## src/rtl/rxq_irq_pkg.sv

```systemverilog
package rxq_irq_pkg;

   localparam int SEL_W = 2;

   // level chosen by the 2-bit select, derived from the queue depth
   function automatic int unsigned level_of(input int unsigned depth, input int unsigned sel);
      case (sel)
         0:       return 1;
         1:       return depth / 4;
         2:       return depth / 2;
         default: return depth - 2;
      endcase
   endfunction

   function automatic int unsigned max_frame_bits(input int unsigned len_w);
      return (1 << len_w) - 1;
   endfunction

endpackage

```

## src/rtl/rxq_level_req.sv

```systemverilog
module rxq_level_req #(
   parameter int FIFO_DEPTH = 16,
   parameter int OCC_W      = 5,
   parameter bit REG_OUT    = 1'b1
) (
   input  logic                           clk,
   input  logic                           rst_n,
   input  logic                           run_en,
   input  logic [OCC_W-1:0]               occ,
   input  logic [rxq_irq_pkg::SEL_W-1:0]  sel,
   output logic                           rda
);
   localparam int NLVL = 1 << rxq_irq_pkg::SEL_W;

   logic [OCC_W-1:0] lvl_tab [NLVL];
   logic [OCC_W-1:0] lvl;
   logic             reached;

   for (genvar gi = 0; gi < NLVL; gi++) begin : g_tab
      assign lvl_tab[gi] = OCC_W'(rxq_irq_pkg::level_of(FIFO_DEPTH, gi));
   end

   assign lvl     = lvl_tab[sel];
   assign reached = run_en && (occ >= lvl);

   if (REG_OUT) begin : g_reg
      logic rda_q;
      always_ff @(posedge clk) begin
         if (!rst_n) rda_q <= 1'b0;
         else        rda_q <= reached;
      end
      assign rda = rda_q;


      lvl_rise_chk: assert property (@(posedge clk) disable iff (!rst_n)
         (run_en && occ >= lvl) |=> rda);

      lvl_fall_chk: assert property (@(posedge clk) disable iff (!rst_n)
         (occ < lvl) |=> !rda);

      lvl_off_chk: assert property (@(posedge clk) disable iff (!rst_n)
         !run_en |=> !rda);
   end else begin : g_comb
      assign rda = reached;


      lvl_comb_chk: assert property (@(posedge clk) disable iff (!rst_n)
         (occ < lvl) |-> !rda);
   end

endmodule

```

## src/rtl/rxq_idle_timer.sv

```systemverilog
module rxq_idle_timer #(
   parameter int TICKS_PER_BIT = 16,
   parameter int TMO_CHARS     = 4,
   parameter int LEN_W         = 4,
   parameter int OCC_W         = 5
) (
   input  logic             clk,
   input  logic             rst_n,
   input  logic             run_en,
   input  logic [OCC_W-1:0] occ,
   input  logic             push,
   input  logic             pop,
   input  logic             baud_tick,
   input  logic [LEN_W-1:0] char_bits,
   output logic             tmo
);
   localparam int MAX_BITS = rxq_irq_pkg::max_frame_bits(LEN_W);
   localparam int TICK_W   = $clog2(TICKS_PER_BIT * MAX_BITS + 1);

   logic [LEN_W-1:0]  bits_eff;
   logic [TICK_W-1:0] tick_lim;
   logic [TICK_W-1:0] tick_q;
   logic              tmo_q;
   logic              held;
   logic              restart;
   logic              char_done;
   logic              fire;

   assign bits_eff  = (char_bits == '0) ? LEN_W'(1) : char_bits;
   assign tick_lim  = TICK_W'(TICKS_PER_BIT) * TICK_W'(bits_eff) - TICK_W'(1);
   assign held      = !run_en || (occ == '0);
   assign restart   = held || pop || (push && !tmo_q);
   assign char_done = baud_tick && !tmo_q && (tick_q == tick_lim);

   // ticks inside one character time
   always_ff @(posedge clk) begin
      if (!rst_n || restart)        tick_q <= '0;
      else if (baud_tick && !tmo_q) tick_q <= char_done ? '0 : tick_q + TICK_W'(1);
   end

   // whole character times
   if (TMO_CHARS == 1) begin : g_single
      assign fire = char_done;
   end else begin : g_multi
      localparam int CHR_W = $clog2(TMO_CHARS);
      localparam logic [CHR_W-1:0] LAST = CHR_W'(TMO_CHARS - 1);
      logic [CHR_W-1:0] chr_q;
      always_ff @(posedge clk) begin
         if (!rst_n || restart) chr_q <= '0;
         else if (char_done)    chr_q <= (chr_q == LAST) ? '0 : chr_q + CHR_W'(1);
      end
      assign fire = char_done && (chr_q == LAST);
   end

   always_ff @(posedge clk) begin
      if (!rst_n)                 tmo_q <= 1'b0;
      else if (held || pop)       tmo_q <= 1'b0;
      else if (!restart && fire)  tmo_q <= 1'b1;
   end

   assign tmo = tmo_q;


   pop_clear_chk: assert property (@(posedge clk) disable iff (!rst_n)
      pop |=> !tmo_q);

   push_keep_chk: assert property (@(posedge clk) disable iff (!rst_n)
      (tmo_q && push && !pop && run_en && occ != '0) |=> tmo_q);

   empty_quiet_chk: assert property (@(posedge clk) disable iff (!rst_n)
      (occ == '0) |=> !tmo_q);

   off_quiet_chk: assert property (@(posedge clk) disable iff (!rst_n)
      !run_en |=> !tmo_q);

   rise_on_tick_chk: assert property (@(posedge clk) disable iff (!rst_n)
      $rose(tmo_q) |-> $past(baud_tick));

endmodule

```

## src/rtl/rxq_ready_flag.sv

```systemverilog
module rxq_ready_flag #(
   parameter int OCC_W = 5
) (
   input  logic             clk,
   input  logic             rst_n,
   input  logic [OCC_W-1:0] occ,
   input  logic             push,
   output logic             ready
);
   logic ready_q;

   always_ff @(posedge clk) begin
      if (!rst_n)        ready_q <= 1'b0;
      else if (push)     ready_q <= 1'b1;
      else if (occ == '0) ready_q <= 1'b0;
   end

   assign ready = ready_q;


   push_sets_chk: assert property (@(posedge clk) disable iff (!rst_n)
      push |=> ready);

   empty_clears_chk: assert property (@(posedge clk) disable iff (!rst_n)
      (!push && occ == '0) |=> !ready);

endmodule

```

## src/rtl/rxq_irq_ctrl.sv

```systemverilog
module rxq_irq_ctrl #(
   parameter int FIFO_DEPTH    = 16,
   parameter int TICKS_PER_BIT = 16,
   parameter int TMO_CHARS     = 4,
   parameter int LEN_W         = 4,
   parameter bit REG_RDA       = 1'b1,
   parameter int OCC_W         = $clog2(FIFO_DEPTH + 1)
) (
   input  logic                          clk,
   input  logic                          rst_n,
   input  logic                          fifo_en,
   input  logic                          rx_irq_en,
   input  logic [OCC_W-1:0]              occ_cnt,
   input  logic [rxq_irq_pkg::SEL_W-1:0] trig_sel,
   input  logic                          push_stb,
   input  logic                          pop_stb,
   input  logic                          baud_tick,
   input  logic [LEN_W-1:0]              char_bits,
   output logic                          rda_irq,
   output logic                          tmo_irq,
   output logic                          data_ready
);
   if (FIFO_DEPTH < 4)           begin : g_bad_depth $error("FIFO_DEPTH must be at least 4"); end
   if (OCC_W < $clog2(FIFO_DEPTH + 1)) begin : g_bad_occ $error("OCC_W too narrow for FIFO_DEPTH"); end
   if (TICKS_PER_BIT < 1)        begin : g_bad_tpb   $error("TICKS_PER_BIT must be positive"); end
   if (TMO_CHARS < 1)            begin : g_bad_tmo   $error("TMO_CHARS must be positive"); end
   if (LEN_W < 2 || LEN_W > 6)   begin : g_bad_len   $error("LEN_W out of range"); end

   logic run_en;
   assign run_en = fifo_en && rx_irq_en;

   rxq_level_req #(
      .FIFO_DEPTH (FIFO_DEPTH),
      .OCC_W      (OCC_W),
      .REG_OUT    (REG_RDA)
   ) u_level (
      .clk    (clk),
      .rst_n  (rst_n),
      .run_en (run_en),
      .occ    (occ_cnt),
      .sel    (trig_sel),
      .rda    (rda_irq)
   );

   rxq_idle_timer #(
      .TICKS_PER_BIT (TICKS_PER_BIT),
      .TMO_CHARS     (TMO_CHARS),
      .LEN_W         (LEN_W),
      .OCC_W         (OCC_W)
   ) u_timer (
      .clk       (clk),
      .rst_n     (rst_n),
      .run_en    (run_en),
      .occ       (occ_cnt),
      .push      (push_stb),
      .pop       (pop_stb),
      .baud_tick (baud_tick),
      .char_bits (char_bits),
      .tmo       (tmo_irq)
   );

   rxq_ready_flag #(
      .OCC_W (OCC_W)
   ) u_ready (
      .clk   (clk),
      .rst_n (rst_n),
      .occ   (occ_cnt),
      .push  (push_stb),
      .ready (data_ready)
   );


   reset_quiet_chk: assert property (@(posedge clk)
      !rst_n |=> (!rda_irq && !tmo_irq && !data_ready));

endmodule

```

## config.mk

```make
export PLATFORM = sky130hd
export DESIGN_NAME = rxq_irq_ctrl
export DESIGN_NICKNAME = d
export VERILOG_FILES = /design/src/rtl/rxq_irq_pkg.sv /design/src/rtl/rxq_level_req.sv /design/src/rtl/rxq_idle_timer.sv /design/src/rtl/rxq_ready_flag.sv /design/src/rtl/rxq_irq_ctrl.sv
export SDC_FILE = /design/constraint.sdc
export NUM_CORES = 1
export LEC_CHECK = 0
export ABC_CLOCK_PERIOD_IN_PS = 2150
export BUFFER_PORTS_ARGS = -buffer_cell sky130_fd_sc_hd__buf_2
export CORE_MARGIN = 10
export CORE_UTILIZATION = 30
export DETAILED_ROUTE_END_ITERATION = 12
export HOLD_SLACK_MARGIN = 0.1
export PLACE_DENSITY = 0.47
export SYNTH_ARGS = -nofsm -noshare
export SYNTH_HDL_FRONTEND = slang
export SYNTH_SLANG_ARGS = --single-unit
```

## constraint.sdc

```tcl
create_clock -name clk -period 2.15 [get_ports clk]
set_clock_uncertainty 0.05 [all_clocks]
set_input_delay 0.1075 -clock clk [delete_from_list [all_inputs] [get_ports clk]]
set_output_delay 0.1075 -clock clk [all_outputs]
set_load 0.005 [all_outputs]
```

==> metrics.csv, run 1 <==
stage;metric;value;unit
run_status;status;complete, no violations;
critical_path;path_class;flip-flop to flip-flop;
routing;finalWirelength;1.69;mm
logic_synthesis;synth_seq_area_share;0.320;
power_and_ir_drop;powerDensity;445;mW/mm^2
place;placed_cells_incl_taps;144;
power_and_ir_drop;leakage;0.444;nW
place;dp_slack;0.101;ns
cells_and_area;drive_gt1_frac;0.234;
logic_synthesis;ys_ff_latch;13;
logic_synthesis;synth_fp_nets;118;
place;dp_hpwl;1.41;mm
sta;whs;0.196;ns
critical_path;crit_required;2.31;ns
job;drv_cap;0;
place;postPlaceCellArea;960;um^2
sta;relSlewSlack;0.765;
cells_and_area;area_growth;28.4;%
cells_and_area;final.fill_count;286;
routing;vias;693;
sta;fin_crit;1.77;ns
cts;numCtsBuffers;3;
die;dieHeight;72.1;um
sta;drv_slew;0;
die;start_util;0.320;
logic_synthesis;yosysUniqueCellTypes;26;
cts;clkSlewWorstSetupHoldPaths;0.08;ns
sta;min_period_over_period;0.825;
place;place.gp.congestion;0.676;
cts;clock_latency;0.27;ns
cts;root_buffer;clkbuf_4;
grt;grt_usage;0.0689;
die;pin_count;21;
routing;post_drt_wl_per_cell;10.9;um
grt;grt_overflow;0;
grt;grt_max_degree;8;
logic_synthesis;yosysTopAreaCell;dfxtp_1;
grt;grt_pass1_wl;2.89;mm
critical_path;rr_worst_depth;6;
grt;antenna_found_initial;0;
place;portBuffers;20;
cts;cts_sinks;13;
die;num_rows;18;
cells_and_area;final_area;0.00105;mm^2
cells_and_area;diodes;0;
cts;cts_max_level;1;
logic_synthesis;avgSynthCellArea;8.76;um^2
grt;first_global_vias;691;
die;dieArea;0.00520;mm^2
critical_path;critPathMaxFanout;4;
logic_synthesis;synth_top_cell_area_share;0.320;
sta;max_freq;564;MHz
logic_synthesis;syn-instance-count;93;
sta;hold_viol_final;0;
sta;rsz0062_at_grt;no;
sta;worstMarginPinSlew;0.349;ns
power_and_ir_drop;peakVddDrop;0.000210;V
power_and_ir_drop;finalPower;465;uW
logic_synthesis;synth_area_leaders;dfxtp_1 32%, ha_1 11%, nor2_1 6.5%, xnor2_1 5.4%, xor2_1 4.3%;
cells_and_area;fin_util;0.411;
die;core;0.00254;mm^2
routing;drt_iter0_drc;11;
logic_synthesis;yosys_warnings;0;
routing;vias_per_cell;4.50;
critical_path;critPathCaptureType;flip-flop;
die;dieWidth;72.1;um
cells_and_area;final_cells;154;
critical_path;startpoint_type;flip-flop;
cts;post_cts_resized;0;
routing;drcViolationCount;0;
cells_and_area;nets;150;
routing;dr.pass1.iters;4;
hold_path;hold_path_class;input pin to flip-flop;
logic_synthesis;synthesis.area;815;um^2
cts;clk_path_buf_depth;2;
sta;fin_setup_tns;0;ns
sta;finalWorstSetupSlack;0.377;ns
hold_path;whs_path_depth;4;
cts;post_cts_buffers;0;
cts;cts_tree;done;
critical_path;crit_arrival;1.93;ns
sta;setup_viol;0;
routing;ant_nets;0;
==> where the power goes <==
group / switching (mW) / total [mW] / internal, mW
combinational: 0.0337 / 0.0719 / 0.0382
sequential: 0.000926 / 0.244 / 0.243
clock: 0.0776 / 0.149 / 0.0718
total: 0.112 / 0.465 / 0.353
==> synthesized netlist by cell type (all sizes together) <==
cell type,instances
inv,5
clkinv,1
o21ai,1
or4b,1
xor2,4
dfxtp,13
nand3,2
or3,1
a21o,1
nand4,1
mux2i,3
a211o,1
or3b,1
nand2,9
a21oi,6
nor2b,4
a2111oi,1
nand3b,2
nor3,4
xnor2,5
nor2,14
o211a,1
nand2b,3
ha,7
or2,2
==> cell type report <==
cell class,instances,area (um^2),area share
well taps,30,37.5,0.0359
repair buffers,27,168,0.160
inverters,6,22.5,0.0215
multi-input cells,74,532,0.508
flip-flops and latches,13,260,0.249
clock buffers,4,26.3,0.0251
==> flip-flops by register name, indices dropped and copies added (netlist names) <==
register	count
u_timer.g_multi.chr_q	2
u_level.rda	1
u_timer.tick_q	8
u_timer.tmo	1
u_ready.ready	1
==> critical path, stage by stage (launching register included) <==
cell and delay (ns):
dfxtp_1 0.37, ha_1 0.19, nand2_1 0.10, a2111oi_4 0.34, nand4_4 0.15, or3b_1 0.39, a21oi_1 0.13
==> final timing paths <==
path	startpoint	to	slack [ns]
worst max-delay path	u_timer.tick_q[0]	u_timer.tmo	0.38
worst min-delay path	rx_irq_en	u_timer.tmo	0.20
worst max register to register	u_timer.tick_q[0]	u_timer.tmo	0.38
worst min register to register	u_timer.g_multi.chr_q[0]	u_timer.g_multi.chr_q[0]	0.44
==> metal layers <==
layer / wire length, um / GRT usage / up-vias
met5: 0 / 0 / -
met4: 8 / 0.0323 / 0
met3: 158 / 0.0381 / 2
met2: 768 / 0.106 / 14
met1: 750 / 0.0754 / 300
li1: - / - / 377
==> kinds of logic after synthesis <==
| logic type | synth area share |
|---|---|
| and+or+nand+nor | 0.303 |
| DFF | 0.320 |
| AOI/OAI and AO/OA | 0.109 |
| xor gates and xnor gates | 0.0968 |
| adders and majority gates | 0.108 |
| buffers and inverters | 0.0276 |
| muxes | 0.0369 |
==> placed cells by master (no fill, tap or decap) <==
| master | n |
|---|---|
| nand3_1 | 2 |
| o211a_1 | 1 |
| ha_1 | 7 |
| inv_1 | 5 |
| nand3b_4 | 1 |
| a2111oi_4 | 1 |
| or3_1 | 1 |
| buf_4 | 1 |
| clkinv_1 | 1 |
| or4b_1 | 1 |
| xnor2_1 | 5 |
| xor2_1 | 4 |
| mux2i_1 | 3 |
| clkbuf_4 | 3 |
| a21oi_1 | 6 |
| nand2b_1 | 3 |
| a211o_1 | 1 |
| dfxtp_1 | 13 |
| clkbuf_1 | 1 |
| dlygate4sd3_1 | 6 |
| nor3_1 | 4 |
| nand4_4 | 1 |
| nand2_1 | 9 |
| nor2b_1 | 4 |
| a21o_1 | 1 |
| nand3b_1 | 1 |
| buf_2 | 20 |
| or2_2 | 2 |
| nor2_1 | 14 |
| or3b_1 | 1 |
| o21ai_0 | 1 |
==> timing repair <==
item / CTS / global route
endpoints found under the hold margin: 3 / 0
hold buffers: 6 / 0
setup endpoints to repair: 0 / 0
Power figures use the tool's default switching activity.
==> inputs of run 2 (changes only) <==
--- a/config.mk
+++ b/config.mk
@@ -5,13 +5,13 @@
 export SDC_FILE = /design/constraint.sdc
 export NUM_CORES = 1
 export LEC_CHECK = 0
-export ABC_CLOCK_PERIOD_IN_PS = 2150
+export ABC_CLOCK_PERIOD_IN_PS = 1500
 export BUFFER_PORTS_ARGS = -buffer_cell sky130_fd_sc_hd__buf_2
 export CORE_MARGIN = 10
 export CORE_UTILIZATION = 30
 export DETAILED_ROUTE_END_ITERATION = 12
 export HOLD_SLACK_MARGIN = 0.1
-export PLACE_DENSITY = 0.47
+export PLACE_DENSITY = 0.49
 export SYNTH_ARGS = -nofsm -noshare
 export SYNTH_HDL_FRONTEND = slang
 export SYNTH_SLANG_ARGS = --single-unit
==> constraint.sdc (replaced) <==
create_clock -name clk -period 1.5 [get_ports clk]
set_clock_uncertainty 0.05 [all_clocks]
set_input_delay 0.075 -clock clk [delete_from_list [all_inputs] [get_ports clk]]
set_output_delay 0.075 -clock clk [all_outputs]
set_load 0.005 [all_outputs]
==> run 2 against run 1 <==
The run now ends with negative setup slack left; clock power up 49%; non-clock buffer count is 15 higher; register-to-register slack got worse by 0.55 ns; largest cell class unchanged; sequential share of layout area down 2.9 points; die area unchanged; largest power group unchanged; worst hold slack worse by 0.15 ns; clock-buffer cell count is 1 lower; sequential power rose by 43%; critical path type unchanged; critical path depth up 1; combinational power is 63% higher; power is 48% higher.
==> metrics.csv, run 2 (synthesis results as in run 1) <==
stage;metric;value;unit
critical_path;crit_top_cell;buf_4;
critical_path;crit_arrival;1.84;ns
sta;fin_crit;1.67;ns
cells_and_area;fin_util;0.471;
routing;vias;757;
place;portBuffers;20;
cts;cts_tree;done;
hold_path;hold_path_class;input pin to flip-flop;
run_status;status;complete, but fails checks;
grt;first_global_vias;803;
die;dieWidth;72.1;um
sta;drv_slew;0;
sta;hold_viol_final;0;
critical_path;critPathCaptureType;flip-flop;
cells_and_area;final_common_cell;buf_2;
cells_and_area;largest-register;u_timer.tick_q;
routing;finalWirelength;1.92;mm
die;dieArea;0.00520;mm^2
place;place.gp.congestion;0.738;
sta;max_freq;598;MHz
grt;grt_pass1_wl;3.46;mm
critical_path;cpMaxStageDelayCell;or4b_1;
routing;drt_iter0_drc;8;
critical_path;critPathMaxFanout;4;
cells_and_area;drive_gt1_frac;0.381;
cells_and_area;final.fill_count;259;
sta;worstMarginPinSlew;0.318;ns
cts;clk_path_buf_depth;2;
power_and_ir_drop;leakage;0.545;nW
routing;dr.pass1.iters;4;
critical_path;max_stage_delay;0.43;ns
run_status;violations;negative setup slack;
grt;antenna_found_initial;0;
cells_and_area;diodes;0;
power_and_ir_drop;peakVddDrop;0.000524;V
sta;finalWorstSetupSlack;-0.172;ns
critical_path;crit_required;1.67;ns
die;core;0.00254;mm^2
grt;grt_max_degree;9;
critical_path;crit_buf_inv;2;
sta;rsz0062_at_grt;yes;
cells_and_area;nets;165;
die;dieHeight;72.1;um
sta;setup_viol;10;
routing;drcViolationCount;0;
sta;min_period_over_period;1.11;
die;start_util;0.320;
cts;cts_sinks;13;
routing;post_drt_wl_per_cell;11.4;um
cells_and_area;mostFrequentLayoutCells;20 x buf_2, 16 x buf_4, 14 x nor2_1;
critical_path;path_class;flip-flop to flip-flop;
job;drv_cap;0;
cts;post_cts_buffers;0;
critical_path;startpoint_type;flip-flop;
cts;root_buffer;clkbuf_4;
cells_and_area;area_growth;47.3;%
die;num_rows;18;
cells_and_area;largest_reg_flops;8;
sta;fin_setup_tns;-0.533;ns
cts;cts_max_level;1;
grt;grt_overflow;0;
critical_path;crit_chain;or4b_1 > o211a_1 > nand4_4 > buf_4 > buf_4 > nand3b_1 > a21oi_2;
routing;vias_per_cell;4.48;
cells_and_area;final_area;0.00120;mm^2
power_and_ir_drop;powerDensity;573;mW/mm^2
cts;clkSlewWorstSetupHoldPaths;0.09;ns
cts;numCtsBuffers;3;
grt;grt_usage;0.0789;
cts;holdBufCountCts;6;
sta;relSlewSlack;0.788;
place;postPlaceCellArea;0.00108;mm^2
cts;clock_latency;0.28;ns
cells_and_area;reg_top3;u_timer.tick_q (8), u_timer.g_multi.chr_q (2);
routing;ant_nets;0;
critical_path;crit_family;simple AND/OR/NAND/NOR gates;
place;dp_hpwl;1.57;mm
die;pin_count;21;
-- run 2: metal layers --
layer  share of wire  global-route usage  wire [um]
met1            0.46              0.0980        879
met2            0.48               0.124        924
met3           0.050              0.0259         97
met4           0.010              0.0258         20
met5               0                   0          0
-- run 2: what timing repair did --
item / CTS / global route
pin swaps: 6 / 3
gates resized for setup: 8 / 2
hold endpoints to repair: 3 / 1
cloned: 0 / 0
setup endpoints to repair: 10 / 10
-- run 2: tightest hold or removal path, stage by stage --
cell and delay (ns):
buf_2 0.10, or3b_1 0.10, a21oi_1 0.05
-- run 2: path summary, 6_finish.rpt --
check	startpoint	end	slack, ns	depth (start not counted)
setup / recovery	u_timer.tick_q[4]	u_timer.tick_q[0]	-0.17	7
hold / removal	push_stb	u_timer.tmo	0.04	3
setup reg to reg	u_timer.tick_q[4]	u_timer.tick_q[0]	-0.17	7
hold reg to reg	u_timer.g_multi.chr_q[0]	u_timer.g_multi.chr_q[0]	0.43	2
-- run 2: through the flow --
stage,hold slack [ns],setup WS [ns],power [mW],std cells
final,0.0426,-0.172,0.688,169
after global routing,0.0490,-0.265,0.732,169
after detailed placement,0.277,-0.465,0.462,159
after CTS,0.0392,-0.220,0.698,169
after global placement,0.266,-0.434,0.460,159
after floorplan,0.153,-0.269,0.408,93
-- run 2: area by class of cell --
cell class	count	area, um^2	share of cell area
clock buffers	3	22.5	0.0188
clock inverters	1	5.00	0.00417
inverters	6	22.5	0.0188
multi-input cells	74	568	0.473
flip-flops and latches	13	264	0.220
well taps	30	37.5	0.0313
repair buffers	42	280	0.234
-- run 2: power breakdown --
part,switching (mW),internal (mW)
registers,0.00166,0.348
clock network,0.123,0.0988
logic,0.0527,0.0640
total,0.177,0.511
